## src/rtl/bar_win_pkg.sv

```systemverilog
package bar_win_pkg;
    localparam int AW = 32;
    localparam logic [AW-1:0] IO_TOP = 32'h0001_0000;
    localparam logic [AW-1:0] ALL_ONES = '1;

    typedef struct packed {
        logic          valid;
        logic [AW-1:0] base;
        logic [AW-1:0] last;
    } win_t;

    function automatic win_t win_none();
        win_t w;
        w.valid = 1'b0;
        w.base  = ALL_ONES;
        w.last  = ALL_ONES;
        return w;
    endfunction

    function automatic logic [AW-1:0] size_mask(input logic [AW-1:0] size);
        return ~(size - 1'b1);
    endfunction
endpackage

```

## src/rtl/bar_win_calc.sv

```systemverilog
module bar_win_calc
    import bar_win_pkg::*;
#(
    parameter bit IS_ROM = 1'b0
) (
    input  logic          io_en,
    input  logic          mem_en,
    input  logic [AW-1:0] raw,
    input  logic [AW-1:0] size,
    input  logic          is_io,
    output win_t          win
);
    logic          use_io;
    logic          enabled;
    logic [AW-1:0] base;
    logic [AW-1:0] last;
    logic          bad;

    always_comb begin
        use_io  = is_io && !IS_ROM;
        enabled = use_io ? io_en : mem_en;
        if (IS_ROM) begin
            enabled = enabled && raw[0];
        end
        base = raw & size_mask(size);
        last = base + size - 1'b1;
        bad  = (size == '0) || (base == '0) || (last <= base);
        if (use_io) begin
            bad = bad || (last >= IO_TOP);
        end else begin
            bad = bad || (last == ALL_ONES);
        end
        if (enabled && !bad) begin
            win.valid = 1'b1;
            win.base  = base;
            win.last  = last;
        end else begin
            win = win_none();
        end
    end
endmodule

```

## src/rtl/bar_win_track.sv

```systemverilog
module bar_win_track
    import bar_win_pkg::*;
(
    input  logic clk,
    input  logic rst,
    input  win_t nxt,
    output win_t cur,
    output logic chg
);
    always_ff @(posedge clk) begin
        if (rst) begin
            cur <= win_none();
            chg <= 1'b0;
        end else if (nxt != cur) begin
            chg <= 1'b1;
            if (cur.valid && nxt.valid) begin
                cur <= win_none();
            end else begin
                cur <= nxt;
            end
        end else begin
            chg <= 1'b0;
        end
    end
endmodule

```

## src/rtl/bar_window_decoder.sv

```systemverilog
module bar_window_decoder
    import bar_win_pkg::*;
#(
    parameter int NUM_STD = 6,
    localparam int NREG = NUM_STD + 1
) (
    input  logic                     clk,
    input  logic                     rst,
    input  logic                     cmd_io_en,
    input  logic                     cmd_mem_en,
    input  logic [NREG-1:0][AW-1:0]  bar_val,
    input  logic [NREG-1:0][AW-1:0]  reg_size,
    input  logic [NREG-1:0]          reg_is_io,
    output logic [NREG-1:0]          win_valid,
    output logic [NREG-1:0][AW-1:0]  win_base,
    output logic [NREG-1:0][AW-1:0]  win_last,
    output logic [NREG-1:0]          win_chg
);
    win_t nxt_w [NREG];
    win_t cur_w [NREG];

    for (genvar r = 0; r < NREG; r++) begin : g_reg
        bar_win_calc #(.IS_ROM(r == NUM_STD)) u_calc (
            .io_en  (cmd_io_en),
            .mem_en (cmd_mem_en),
            .raw    (bar_val[r]),
            .size   (reg_size[r]),
            .is_io  (reg_is_io[r]),
            .win    (nxt_w[r])
        );
        bar_win_track u_track (
            .clk (clk),
            .rst (rst),
            .nxt (nxt_w[r]),
            .cur (cur_w[r]),
            .chg (win_chg[r])
        );
        assign win_valid[r] = cur_w[r].valid;
        assign win_base[r]  = cur_w[r].base;
        assign win_last[r]  = cur_w[r].last;
    end
endmodule

```

## config.mk

```make
export PLATFORM = sky130hd
export DESIGN_NAME = bar_window_decoder
export DESIGN_NICKNAME = d
export VERILOG_FILES = /design/src/rtl/bar_win_pkg.sv /design/src/rtl/bar_win_calc.sv /design/src/rtl/bar_win_track.sv /design/src/rtl/bar_window_decoder.sv
export SDC_FILE = /design/constraint.sdc
export NUM_CORES = 2
export LEC_CHECK = 0
export ABC_AREA = 0
export CAP_MARGIN = 40
export CORE_ASPECT_RATIO = 1.4
export CORE_MARGIN = 3
export CORE_UTILIZATION = 45
export DETAILED_ROUTE_END_ITERATION = 7
export DONT_BUFFER_PORTS = 1
export PLACE_DENSITY = 0.62
export SLEW_MARGIN = 20
export SYNTH_ARGS = -nofsm -noshare
export SYNTH_HDL_FRONTEND = slang
export SYNTH_HIERARCHICAL = 1
export SYNTH_SLANG_ARGS = --single-unit
```

## constraint.sdc

```tcl
create_clock -name clk -period 18.2 [get_ports clk]
set_input_delay 5.46 -clock clk [delete_from_list [all_inputs] [get_ports clk]]
set_output_delay 5.46 -clock clk [all_outputs]
set_load 0.05 [all_outputs]
```

==> metrics.yaml <==
run_status:
  outcome: "complete, no violations"
timing:
  fmax_ghz: 0.06361
  skew_ns: 0.05331
  setup_viol: 0
  maxSlewViolCount: 0
  worst_pin_slew_ns: 0.9134
  period_needed_ns: 15.72
  finalSetupTns_ns: 0
  hold_viol_final: 0
  rsz0062_at_grt: "false"
  slew_headroom_pct: 39.02
  fin_crit_sh_pct: 86.37
power:
  finalPower_w: 0.005535
  p_leak_nw: 23.66
  clock_power_share_pct: 22.6
  p_seq_share_pct: 26.2
  switching_share_pct: 49.47
  ir_drop_uv: 87.75
  p_int_w: 0.002797
  power_switching_w: 0.002739
  comb_power_share_pct: 51.2
  power.density_mw_per_mm2: 89.90
setup_path:
  rr_worst_depth: 7
  r2r_slack_ns: 14.22
  rr_startpoint: "g_reg[2].u_track/cur[41]"
  worst_path_max_delay_cell: "and4_2"
  cp.required_ns: 18.82
  path_common_cell: "ha_1"
  crit_type: "input pin to register"
  critPathCaptureType: "register"
  start_kind: "input pin"
  max_stage_delay_ns: 0.84
  reg2reg_to: "g_reg[2].u_track/cur[55]"
  critPathMaxFanout: 43
  arrival_ns: 16.34
clocking:
  cts_tree: "built"
  cts_buffers: 56
  cts-htree-levels: 2
  insertion_delay_ns: 0.71
  clk_pin_slew_ns: 0.06
  clock_path_buffers: 3
  cts.sink_count: 462
  cts_setup_buffers: 0
  hold_buffers: 0
  ctsResizeCount: 0
  cts_root_buffer: "clkbuf_16"
logic_synthesis:
  synth_area_leader_cell: "dfxtp_1"
  synth_enable_flop_cells: 0
  synth_warnings: 6
  yosysTopAreaCellShare_pct: 15.71
  synth_cell_types: 107
  ys.flop_type: "dfxtp_1"
  ys_seq_area_share_pct: 15.71
  synth_area_mm2: 0.05886
  synth.avg_cell_area_um2: 7.351
  ys_seq_elements: 462
  synthesis.nets: 9075
  yosys-top-cells-area: "dfxtp_1 (16%), ha_1 (13%), xnor2_1 (7.1%)"
  synthCells: 8007
  async_flop_share_pct: 0
placed_design:
  postPlaceCellArea_mm2: 0.05934
  gp_congestion: 1.052
  dp_hpwl_mm: 220.1
  io_buffers: 0
global_route:
  grt_antenna_before_repair: 25
  grt_pass1_vias: 59590
  grt_overflow: 0
  grt_pass1_wl_mm: 399.4
  grt_max_degree: 66
  grtUsageTotal_pct: 38.44
final_layout:
  drive_above_1_share_pct: 5.721
  layout_commonest_cell: "inv_1"
  layout_common_cells: "inv_1 (661), ha_1 (595), nor3_1 (569)"
  nFillCells: 13290
  nets: 8748
  fin_util_pct: 47.51
  syn2layout_area_growth_pct: 4.613
  final_cell_area_mm2: 0.06157
floorplanning:
  io_pins: 921
  core_mm2: 0.1296
  die_y_um: 433.9
  die_area_mm2: 0.1352
  fp-row-count: 156
  initial_utilization_pct: 45.41
  dieWidth_um: 311.7
drt:
  wl_per_cell_um: 29.03
  ant_nets: 0
  viasPerCell: 6.668
  first_pass_iters: 6
  vias: 63240
  wl_mm: 275.3
  first_iter_violations: 6208
  drc: 0
worst_hold_path:
  hold_path_end: "g_reg[0].u_track/cur[9]"
  holdCritStartpoint: "g_reg[0].u_track/cur[9]"
  hold_depth: 2
  hold_class: "register to register"
run:
  max_cap_viol_count: 0
==> layout make-up <==
class | instances | area, um2 | area share, %
antenna | 20 | 50.05 | 0.08128
clock buffer | 74 | 1569 | 2.548
clock inverter | 30 | 386.6 | 0.6279
inverter | 664 | 2492 | 4.048
multi-input combinational | 6336 | 44110 | 71.63
sequential | 462 | 9249 | 15.02
tap | 1738 | 2175 | 3.532
timing repair buffer | 160 | 1544 | 2.508
==> worst max-delay path: cells and delay by family <==
kind	cells	cell delay, ns
xor+xnor	2	0.77
buf+inv	5	1.09
compound gates	11	2.55
fa+ha+maj	4	1.15
simple gates	12	5.29
==> synthesized netlist by cell type (all sizes together) (12+ instances only) <==
cell type	n
o21ai	730
inv	664
ha	602
nor3	574
a211oi	505
nand2	491
xnor2	475
dfxtp	462
nand4	402
a21oi	333
clkbuf	303
nand3	298
buf	242
nor2	238
nor4	163
xor2	150
nand3b	143
a21o	142
or3	79
nand2b	76
and4	70
and3	68
o31ai	64
or4	63
o211ai	60
o21a	43
a31oi	41
mux2i	41
and2	38
mux2	33
nor2b	25
a21boi	24
o21bai	22
a221oi	21
or2	21
o2111ai	20
a2111oi	19
o22ai	17
nor4b	15
o2bb2ai	15
a22oi	12
==> metal layers <==
layer | up-vias | track usage, % | share of wire (%)
met3 | 791 | 13.10 | 11
met2 | 3179 | 61.81 | 44
met4 | 20 | 26.68 | 8.4
met5 | - | 0 | 0.051
li1 | 29190 | - | -
met1 | 30050 | 42.79 | 36
==> sequential cells by signal, indices dropped and copies added (netlist names) <==
signal / count
g.u_track/cur: 455
g.u_track/chg: 7
==> metrics by stage <==
stage / worst slack, ns / instances / hold WS (ns)
after floorplan: 5.058 / 8007 / 0.7044
after global placement: 2.220 / 9303 / 0.7616
after detailed placement: 2.147 / 9340 / 0.5967
after CTS: 2.866 / 9444 / 0.6057
after global routing: 2.085 / 9483 / 0.6209
final: 2.480 / 9484 / 0.5986
==> power groups by stage <==
stage | Combinational (W) | Clock, W | Sequential (W)
after global routing | 0.00307 | 0.00130 | 0.00145
after CTS | 0.00275 | 0.00127 | 0.00145
after global placement | 0.00268 | 0 | 0.00149
after floorplan | 0.00205 | 0 | 0.00141
final | 0.00283 | 0.00125 | 0.00145
after detailed placement | 0.00273 | 0 | 0.00147
==> cells by family after synthesis <==
logic type	synth area share (%)
buffers and inverters	9.555
multiplexers	1.335
AND/OR/NAND/NOR	26.59
adder cells (fa/ha/maj)	13.04
AO/OA/AOI/OAI	24.46
other	0.006371
flip-flops	15.71
XOR/XNOR	9.300
==> worst max-delay path by stage <==
| stage | endpoint | cells past startpoint | start |
|---|---|---|---|
| after CTS | g_reg[0].u_track/cur[13] | 34 | reg_size[1] |
| after detailed placement | g_reg[0].u_track/cur[9] | 34 | reg_size[1] |
| after global placement | g_reg[0].u_track/cur[6] | 34 | reg_size[1] |
| after floorplan | g_reg[6].u_track/cur[10] | 39 | reg_size[194] |
| final | g_reg[0].u_track/cur[9] | 34 | reg_size[1] |
| after global routing | g_reg[0].u_track/cur[7] | 34 | reg_size[1] |
Power figures use the tool's default switching activity.
